<file path="config.mk">
export PLATFORM = sky130hd
export DESIGN_NAME = lvl_fifo
export DESIGN_NICKNAME = d
export VERILOG_FILES = /design/src/rtl/lvl_fifo.sv
export SDC_FILE = /design/constraint.sdc
export NUM_CORES = 1
export LEC_CHECK = 0
export CORE_AREA = 2 2 186 188
export DETAILED_ROUTE_END_ITERATION = 8
export DIE_AREA = 0 0 188 190
export DONT_BUFFER_PORTS = 1
export GPL_ROUTABILITY_DRIVEN = 0
export PLACE_DENSITY = 0.83
export REMOVE_ABC_BUFFERS = 1
export SYNTH_ARGS = -nofsm -noshare
export SYNTH_HDL_FRONTEND = slang
export SYNTH_SLANG_ARGS = --single-unit
</file>
<file path="constraint.sdc">
create_clock -name clk -period 8.2 [get_ports clk]
set_input_delay 0.41 -clock clk [delete_from_list [all_inputs] [get_ports clk]]
set_output_delay 0.41 -clock clk [all_outputs]
set_load 0.01 [all_outputs]
</file>
<file path="src/rtl/lvl_fifo.sv">
module lvl_fifo #(
  parameter int DW        = 8,
  parameter int BUF_DEPTH = 64,
  parameter int NODES     = 8,
  parameter int SZW       = 3
) (
  input  logic                             clk,
  input  logic                             rst_n,
  input  logic [$clog2(BUF_DEPTH)-1:0]     cfg_base,
  input  logic [SZW-1:0]                   cfg_size,
  input  logic [$clog2(BUF_DEPTH):0]       cfg_limit,
  input  logic                             cfg_rise,
  input  logic                             cfg_every,
  input  logic [$clog2(NODES)-1:0]         cfg_node,
  input  logic [$clog2(NODES)-1:0]         cfg_err_node,
  input  logic                             push,
  input  logic [DW-1:0]                    push_data,
  input  logic                             pop,
  output logic [DW-1:0]                    pop_data,
  output logic [$clog2(BUF_DEPTH):0]       level,
  output logic                             full,
  output logic                             empty,
  output logic                             ovf_flag,
  output logic                             udf_flag,
  output logic [NODES-1:0]                 srq
);
  localparam int AW = $clog2(BUF_DEPTH);
  localparam logic [SZW-1:0] MAXC = SZW'(AW);

  logic [DW-1:0]  mem [BUF_DEPTH];
  logic [SZW-1:0] size_q;
  logic [AW-1:0]  wr_off, rd_off;
  logic [AW:0]    level_q;
  logic [NODES-1:0] srq_d;

  logic [SZW-1:0] sz_eff;
  logic [AW:0]    depth;
  logic [AW-1:0]  mask;
  logic en, act, full_i, empty_i, wok, rok, ovf, udf, lone_w, lone_r;
  logic hit_rise, hit_fall, std_evt;

  assign sz_eff  = (cfg_size > MAXC) ? MAXC : cfg_size;
  assign depth   = {{AW{1'b0}}, 1'b1} << sz_eff;
  assign mask    = depth[AW-1:0] - 1'b1;
  assign en      = cfg_size != '0;
  assign act     = en && (cfg_size == size_q);
  assign full_i  = en && (level_q == depth);
  assign empty_i = level_q == '0;

  assign wok    = push && act && !full_i;
  assign rok    = pop  && act && !empty_i;
  assign ovf    = push && act && full_i;
  assign udf    = pop  && act && empty_i;
  assign lone_w = wok && !rok;
  assign lone_r = rok && !wok;

  assign hit_rise = lone_w && (cfg_every ? (level_q >= cfg_limit) : (level_q == cfg_limit));
  assign hit_fall = lone_r && (cfg_every ? (level_q <= cfg_limit) : (level_q == cfg_limit));
  assign std_evt  = cfg_rise ? hit_rise : hit_fall;

  always_comb begin
    srq_d = '0;
    if (std_evt)    srq_d[cfg_node]     = 1'b1;
    if (ovf || udf) srq_d[cfg_err_node] = 1'b1;
  end

  always_ff @(posedge clk or negedge rst_n) begin
    if (!rst_n) begin
      size_q   <= '0;
      wr_off   <= '0;
      rd_off   <= '0;
      level_q  <= '0;
      ovf_flag <= 1'b0;
      udf_flag <= 1'b0;
      srq      <= '0;
    end else begin
      size_q <= cfg_size;
      srq    <= srq_d;
      if (ovf) ovf_flag <= 1'b1;
      if (udf) udf_flag <= 1'b1;
      if (!act) begin
        wr_off  <= '0;
        rd_off  <= '0;
        level_q <= '0;
      end else begin
        if (wok) wr_off <= (wr_off + 1'b1) & mask;
        if (rok) rd_off <= (rd_off + 1'b1) & mask;
        if (lone_w)      level_q <= level_q + 1'b1;
        else if (lone_r) level_q <= level_q - 1'b1;
      end
    end
  end

  always_ff @(posedge clk) begin
    if (wok) mem[cfg_base + wr_off] <= push_data;
  end

  assign pop_data = mem[cfg_base + rd_off];
  assign level    = level_q;
  assign full     = full_i;
  assign empty    = empty_i;
endmodule


</file>
* After elaboration in Yosys (flattened, before gate mapping)
Memories as Yosys holds them, arrays and structs flattened.
Cells that the tools add are included.
Widths: inputs -> output; s select.
** Operators by class
- Shift-type cells :: 1
- Reduce and logical (&&, ||, !) cells :: 21
- Add/subtract/negate cells :: 7
- Muxes and demuxes :: 19
- Eq/ne operators :: 6
- Bitwise logic cells :: 3
- Magnitude comparators :: 7
** Operators by type and width (count)
- $mux 6 :: 4
- $mux 7 :: 3
- $mux 8 :: 2
- $eq 7x7->1 :: 2
- $logic_and 1x1->1 :: 14
- $add 6x1->6 const B :: 2
- $add 6x6->6 :: 2
- $and 6x6->6 :: 2
- $lt 3x4->1 const B :: 2
- $or 8x8->8 :: 1
- $add 7x1->7 const B :: 1
- $ge 7x7->1 :: 1
- $le 7x7->1 :: 1
- $logic_not 7->1 :: 1
- $mux 1 :: 7
- $shl 1x3->7 const A :: 1
- $sub 7x1->7 const B :: 1
- $demux 1 s3 :: 2
- $ge 3x1->1 const B :: 2
- $sub 6x1->6 const B :: 1
- $logic_not 1->1 :: 4
- $ne 2x1->1 const B :: 2
- $eq 3x3->1 :: 1
- $gt 3x3->1 const B :: 1
- other kinds (4) :: 4
** Word-level totals
- Bits of input ports :: 36
- Memories kept :: 1
- Output and inout port bits :: 27
- Word-level logic and storage cells :: 72
- Flip-flop bits (word level) :: 32
- RAM bits :: 512
** Memory list
- mem :: depth 64, width 8, read ports 1, clocked after memory_dff 0, wr ports 1, RTL line 30 : logic [DW-1:0] mem [BUF_DEPTH];

* Depth between registers and ports, before layout
Gate-level depths: netlist (run 1).
- Depth in word-level cells :: 14
- Mapped depth :: 18
- Mapped depth without buffers :: 14

* Least setup slack after synthesis (run 1)
No wires, ideal clock.
- Kind :: in2reg
- Start point :: input cfg_size[2]
- End point :: register level_q[6], in the netlist level[6]
- Stages :: 18
- Library setup time :: 0.132 ns
- Setup slack :: 4.645 ns
- Buffers on the path :: 4
- Required time :: 8.068 ns
- Arrival time :: 3.423 ns
- Path through :: buf_2 -> buf_4 -> a21oi_1 -> o21bai_1 -> a21oi_1 -> a211o_1 -> buf_6 -> clkbuf_1 -> nand2b_1 -> inv_1 -> fa_1 -> nor2b_1 -> o21ai_0 -> a21boi_0 -> o21ai_0 -> nor3b_1 -> a221oi_1 -> a21oi_1
** On the way
- Longest elaborated chain between the ends :: 10
- Elaborated cells on any way between the ends :: 20
- Classes of those cells :: 1 x order compare; 3 x eq/ne; 1 x shift; 3 x mux; 12 x reduce/logical
** Ends and longest elaborated chain
- from (decl) :: RTL line 10 : input logic [SZW-1:0] cfg_size,
- $gt 3x3->1 :: RTL line 42 : assign sz_eff = (cfg_size > MAXC) ? MAXC : cfg_size;
- $mux 3 :: RTL line 42
- $shl 1x3->7 :: RTL line 43 : assign depth = {{AW{1'b0}}, 1'b1} << sz_eff;
- $eq 7x7->1 :: RTL line 47 : assign full_i = en && (level_q == depth);
- $logic_and 1x1->1 :: RTL line 47
- $logic_not 1->1 :: RTL line 50 : assign wok = push && act && !full_i;
- $logic_and 1x1->1 :: RTL line 50
- $logic_not 1->1 or $logic_and 1x1->1 (tied branches) :: RTL line 55, 54
- $logic_and 1x1->1 or $mux 7 (tied branches) :: RTL line 55, 88
- $ne 3x1->1 (no line) or $mux 7 (tied branches)
- to (signal assigned) :: RTL line 88 : if (lone_w) level_q <= level_q + 1'b1;
- to (signal assigned) :: RTL line 89 : else if (lone_r) level_q <= level_q - 1'b1;
- to (decl) :: RTL line 33 : logic [AW:0] level_q;
Several ways; a longest one is shown, not always the timed one.
A chain may end at the register's enable or synchronous reset.

* Worst setup path in the final report (run 1)
- Start point :: register rd_off[0]
- End point :: output pop_data[1]
** On the way
- Longest elaborated chain between the ends :: 2
** Ends and longest elaborated chain
- from (decl) :: RTL line 32 : logic [AW-1:0] wr_off, rd_off;
- from (signal assigned) :: RTL line 87 : if (rok) rd_off <= (rd_off + 1'b1) & mask;
- $add 6x6->6 :: RTL line 98 : assign pop_data = mem[cfg_base + rd_off];
- $mem_v2 64x8
- to (decl) :: RTL line 19 : output logic [DW-1:0] pop_data,
No other way between the ends.

==> results of run 1 <==
==> power by group through the flow <==
stage	combinational, µW	clock [µW]	sequential (µW)
after global routing	468	2360	3070
final	437	2250	3070
after CTS	439	2260	3070
after detailed placement	376	0	3130
after floorplan	326	0	3120
after global placement	366	0	3130
==> cells by family (layout without fill, tap and decap cells) <==
kind of cell | Yosys count | in the layout
flops | 544 | 544
simple gates | 200 | 200
buf+inv | 65 | 138
xor+xnor | 19 | 19
fa+ha+maj | 28 | 28
mux | 171 | 171
compound gates | 94 | 94
==> cell usage in the layout (no fill, tap or decap), types with 15 or more instances in the layout <==
master     instances
a21oi_1           31
clkbuf_1          18
clkbuf_16         53
dfrtp_1           32
edfxtp_1         512
ha_1              24
inv_1             18
mux4_2           160
nand2_1           42
nand3_1           15
nor2_1            89
o21ai_0           18
==> stage by stage <==
stage / area (µm²) / power [µW] / setup slack [ps] / util
global route: 24620 / 5895 / 2336 / 0.7254
detailed placement: 22700 / 3503 / 3160 / 0.6688
global placement: 22700 / 3493 / 3234 / 0.6688
finish: 24620 / 5752 / 2478 / 0.7254
floorplan: 22030 / 3448 / 929.7 / -
CTS: 24620 / 5764 / 2598 / 0.7254
==> layout make-up <==
cell class	count	area, µm²	share of cell area
clock inverters	18	136.4	0.005538
multi-input cells	512	5831	0.2368
clock buffers	74	1435	0.05828
inverters	18	67.56	0.002744
repair buffers	28	410.4	0.01667
flip-flops and latches	544	16180	0.6569
well taps	455	569.3	0.02312
==> worst max-delay path: stages (launching register included) <==
cell	delay, ps
dfrtp_1	440
ha_4	190
fa_4	1450
buf_4	860
mux4_2	420
mux4_2	470
a211oi_1	640
a21oi_1	190
==> how the worst max path moves through the flow <==
stage / start / endpoint / cells after the start
after floorplan: cfg_base[0] / pop_data[0] / 6
after CTS: rd_off[0] / pop_data[1] / 7
after detailed placement: rd_off[0] / pop_data[0] / 7
after global routing: rd_off[0] / pop_data[1] / 7
final: rd_off[0] / pop_data[1] / 7
after global placement: rd_off[0] / pop_data[0] / 7
==> layer usage <==
metal | up-vias | track usage
met5 | - | 0
met4 | 0 | 0.09782
met2 | 640 | 0.4841
met1 | 5778 | 0.3697
met3 | 123 | 0.06438
li1 | 4656 | -
==> registers in the layout, summed over array words and instances, names as in the netlist <==
name      cells
level         7
srq           8
udf_flag      1
size_q        3
wr_off        6
rd_off        6
ovf_flag      1
mem         512
==> repair_timing <==
item                                   4_1_cts  5_1_grt
hold buffers                                20        0
endpoints found under the hold margin      557        0
resized for setup                            0        0
==> impl_results.md, run 1 <==
* Switching Power at 1231 µW
* First-pass DRT Iterations at 5
* Post-CTS setup repair buffer count at 0
* Top_reg_cell synth: edfxtp_1
* All-Layer GR Usage at 0.2848
* Crit Path Class: reg -> out
* Most numerous cell in the Yosys netlist: edfxtp_1
* Ant. Diodes at 0
* GRT overflow at 0
* Die X at 188 µm
* FP Rows at 68
* Setup TNS at 0 ps
* Max cap viols at 0
* IR drop worst, VDD at 0.0001606 V
* Simple-gate share of the synthesized area at 0.04165
* Top cells by count, synth: edfxtp_1 (512), mux4_2 (160), nor2_1 (89)
* EDFF count, synth at 512
* Max Fanout on Critical Path at 66
* Cell count of the worst reg-to-reg path at 13
* Area growth syn-to-layout at 10.49%
* Drt via density at 6.790
* Nets@finish at 1219
* Share of the synthesized area in the top cell type at 0.6898
* Leak Pwr at 0.007904 µW
* Drt wl/cell at 29.95 µm
* Status: finished clean
* Fin. max-slew vios at 0
* Clk buf depth at 3
* # H-tree levels at 2
* DRT iter0 DRCs at 1112
* Required time worst endpoint at 7790 ps
* Mux contribution to synthesized area at 0.1666
* Netlist cell types at 58
* Sw Share at 0.2140
* Slew headroom at 0.1453
* Synth area leaders: edfxtp_1 (69%), mux4_2 (16%), dfrtp_1 (3.6%)
* Vias in the first global route at 11550
* WHS Endpoint: srq[0]
* Min Clock Period, post-route at 5722 ps
* Via Count at 11200
* Synth Area in Compound Gates at 0.02723
* Reg-to-reg endpoint: level[6]
* Chip height at 190 µm
* Root Driver: clkbuf_16
* Share of post-route cells with drive strength above 1 at 0.2178
* Area of the mapped netlist at 22290 µm²
* Maximum clock frequency at 174.8 MHz
* Worst-Margin Slew at 1277 ps
* Largest net degree at the start of global routing at 67
* Max Used Layer: met4
* DR WL met2 at 25.41 mm
* IO Port Bufs at 0
* Synth Area in Adders at 0.01673
* Mean Syn Cell Area at 19.88 µm²
* Reg power frac at 0.533
* Met3 WL at 4.514 mm
* Yosys reg bits at 544
* Hold Crit Class: in -> reg
* First-pass GRT wire length at 73.33 mm
* Residual DRC at 0
* CTS Sinks at 544
* Flop-to-flop setup slack at 3970 ps
* Hold_ws at 19.22 ps
* Hold_sp: cfg_err_node[0]
* Async S/R FF share, synth at 0.05882
* Pint at 4521 µW
* I/O pin total at 63
* Drt total wl at 49.39 mm
* Synth Area in XOR/XNOR at 0.007466
* Post-route non-filler standard cell count at 1649
* Fin crit share at 0.6978
* Largest family of logic cells by synthesized area: multiplexers
* M1 WL at 17.82 mm
* Initial Utilization at 0.6565
* Final setup violation count at 0
* Die Area at 35720 µm²
* Dominant cell type by area after synthesis: edfxtp_1
* Fill cells at 1901
* Clk_skew at 14.35 ps
* Worst-Skew Late Latency at 560 ps
* CP endpoint kind: primary output
* TritonCTS clock tree: done
* Area of the core at 33950 µm²
* Final hold violations at 0
* DP HPWL at 27.68 mm
* Syn Inst Count at 1121
* Placed cell count at 1537
* Clock network fraction of design power at 0.391
* CTS clk-pin slew, worst paths at 60 ps
* TritonCTS Buffers at 51
* Routed Antenna Nets at 0
* RSZ-0062 raised after global routing: no
* Worst Path Arrival at 5310 ps
* Initial antenna violation count at 0
* Reg2Reg Launch Point: level[2]
* Comb pwr share at 0.076
* Worst hold path depth at 2
* Ys Warns at 0
* Power Density at 233.6 nW/µm²
* Sequential share of the synthesized area at 0.7258
* Startpoint types: register
(Power assumes the default switching activity.)
==> inputs of run 2 (changes only) <==
- CORE_AREA: 2 2 186 188 -> 2 2 201 203
- DIE_AREA: 0 0 188 190 -> 0 0 203 205
- PLACE_DENSITY: 0.83 -> 0.76
- clock period: 8.2 -> 5.2 ns (I/O delays scaled with it)
==> run 2 against run 1 <==
Compared with the run above: global-route usage fell by 4.1 points; clock power is 62% higher; non-clock buffer count increased by 11; critical endpoint is now pop_data[5]; largest cell class unchanged; largest power group unchanged; highest routed layer unchanged.
==> impl_results.md, run 2 (synthesis gave the netlist of run 1 again) <==
* Power Density at 369.6 nW/µm² (was 233.6 nW/µm²)
* Vias in the first global route at 11320 (was 11550)
* Root Driver: clkbuf_16 (unchanged)
* TritonCTS clock tree: done (unchanged)
* Commonest cells after routing, fill and taps aside: edfxtp_1 (512), mux4_2 (160), nor2_1 (89) (unchanged)
* First-pass DRT Iterations at 5 (unchanged)
* IR drop worst, VDD at 0.0002268 V (was 0.0001606 V)
* CP delay by family, top: adder cells (unchanged)
* All-Layer GR Usage at 0.2442 (was 0.2848)
* Slowest cell on crit path: fa_4 (unchanged)
* Crit path cell chain: ha_4, fa_4, buf_12, mux4_2, mux4_2, a211oi_1, a21oi_1 (was ha_4, fa_4, buf_4, mux4_2, mux4_2, a211oi_1, a21oi_1)
* Clock network fraction of design power at 0.396 (was 0.391)
* Area of the core at 39370 µm² (was 33950 µm²)
* Worst-Margin Slew at 1102 ps (was 1277 ps)
* CTS clk-pin slew, worst paths at 60 ps (about the same)
* Area growth syn-to-layout at 11.82% (was 10.49%)
* IO Port Bufs at 0 (unchanged)
* Residual DRC at 0 (unchanged)
* Buf/Inv on CP at 1 (unchanged)
* Status: finished clean (unchanged)
* Die X at 203 µm (was 188 µm)
* Chip height at 205 µm (was 190 µm)
* Switching Power at 2016 µW (was 1231 µW)
* Max Fanout on Critical Path at 34 (was 66)
* Comb pwr share at 0.078 (was 0.076)
* Drt via density at 6.365 (was 6.790)
* CTS Sinks at 544 (unchanged)
* Most flops, register: mem (unchanged)
* # resized after CTS at 0 (unchanged)
* I/O pin total at 63 (unchanged)
* CP endpoint kind: primary output (unchanged)
* Drt wl/cell at 28.09 µm (was 29.95 µm)
* TritonCTS Buffers at 53 (was 51)
* Via Count at 11040 (was 11200)
* Hold_ws at 32.53 ps (was 19.22 ps)
* FP Rows at 73 (was 68)
* Post-CTS setup repair buffer count at 0 (unchanged)
* Max cap viols at 0 (unchanged)
* Min Clock Period, post-route at 4680 ps
* Die Area at 41620 µm² (was 35720 µm²)
* Sw Share at 0.2189 (was 0.2140)
* Place WS at 1123 ps (was 3160 ps)
* Worst-Skew Late Latency at 610 ps (was 560 ps)
* Min setup slack post-route at 519.6 ps (was 2478 ps)
* Placed cell area at 22860 µm² (was 22700 µm²)
* Initial antenna violation count at 0 (unchanged)
* Clk_skew at 27.01 ps (was 14.35 ps)
* Maximum clock frequency at 213.7 MHz
* Most common cell after layout, fill and taps aside: edfxtp_1 (unchanged)
* Hold Crit Class: in -> reg (unchanged)
* First-pass GRT wire length at 73.76 mm (was 73.33 mm)
* Slew headroom at 0.2617 (was 0.1453)
* Pint at 7194 µW (was 4521 µW)
* CP most frequent cell: mux4_2 (unchanged)
* RSZ-0062 raised after global routing: no (unchanged)
* Final hold violations at 0 (unchanged)
* Max reg flops at 512 (unchanged)
* DRT iter0 DRCs at 1122 (was 1112)
* Startpoint types: register (unchanged)
* Routed Antenna Nets at 0 (unchanged)
* Share of post-route cells with drive strength above 1 at 0.2207 (was 0.2178)
* Nets@finish at 1232 (was 1219)
* Required time worst endpoint at 4940 ps (was 7790 ps)
* Drt total wl at 48.74 mm (was 49.39 mm)
* Fin crit share at 0.9001
* Core Util, Final at 0.6331 (was 0.7254)
* Clk buf depth at 3 (unchanged)
* Reg power frac at 0.525 (was 0.533)
* GRT overflow at 0 (unchanged)
* Worst Path Arrival at 4420 ps (was 5310 ps)
* Ant. Diodes at 0 (unchanged)
* # H-tree levels at 2 (unchanged)
* Fin. max-slew vios at 0 (unchanged)
* Slowest cell delay on critical path at 1120 ps (was 1450 ps)
* Largest net degree at the start of global routing at 65 (was 67)
* DP HPWL at 28.12 mm (was 27.68 mm)
* Initial Utilization at 0.5662 (was 0.6565)
* Final setup violation count at 0 (unchanged)
* Leak Pwr at 0.008015 µW (was 0.007904 µW)
* Hold_buf cts at 28 (was 20)
* Non-Filler Cell Area, Final at 24920 µm² (was 24620 µm²)
* Crit Path Class: reg -> out (unchanged)
## run 2: worst register-to-register path, stage by stage, from the launching register on
cell	delay, ps
dfrtp_1	520
nor3_1	290
o21ai_1	100
a32oi_1	280
a211o_1	630
nand2b_1	360
inv_1	100
fa_1	390
nor2b_1	170
o21ai_0	120
a21boi_0	320
o21ai_0	220
nor3b_1	180
a221oi_1	300
a21oi_1	70
## run 2: stage by stage
stage                     std cells  TNS (ps)  power [µW]
after CTS                      1735         0        9249
after global placement         1610         0        5532
after detailed placement       1610         0        5546
final                          1735         0        9211
after global routing           1735         0        9484
after floorplan                1074    -15220        5438
## run 2: layout make-up
class,instances,area (µm²)
Sequential cell,544,16180
Fill cell,2583,14440
Multi-Input combinational cell,512,5838
Clock buffer,62,1360
Tap cell,525,656.9
Timing Repair Buffer,39,550.5
Clock inverter,35,274.0
Inverter,18,67.56
## run 2: path summary, 6_finish.rpt
kind                              startpoint          end  slack, ps  depth (start not counted)
worst min register to register     rd_off[4]    rd_off[4]        550                          1
min in group asynchronous              rst_n     ovf_flag        120                          2
worst max register to register      level[1]     level[6]       1010                         14
worst min-delay path            push_data[1]   mem[53][1]         30                          1
worst max-delay path               rd_off[0]  pop_data[5]        520                          7
max in group asynchronous              rst_n       srq[1]       4910                          2
## run 2: metal layers
metal,global-route usage,wire length [µm],vias up,part of all wire
met5,0,0,-,0
met4,0.06309,1031,0,0.021
met3,0.05568,4532,72,0.093
met2,0.4057,24850,548,0.51
met1,0.3321,18320,5741,0.38
li1,-,-,4683,-
## run 2: power groups by stage
stage	clock network (µW)	registers (µW)	logic [µW]
final	3650	4840	719
after CTS	3690	4840	721
after floorplan	0	4920	514
after global routing	3880	4840	768
after detailed placement	0	4930	615
after global placement	0	4930	601
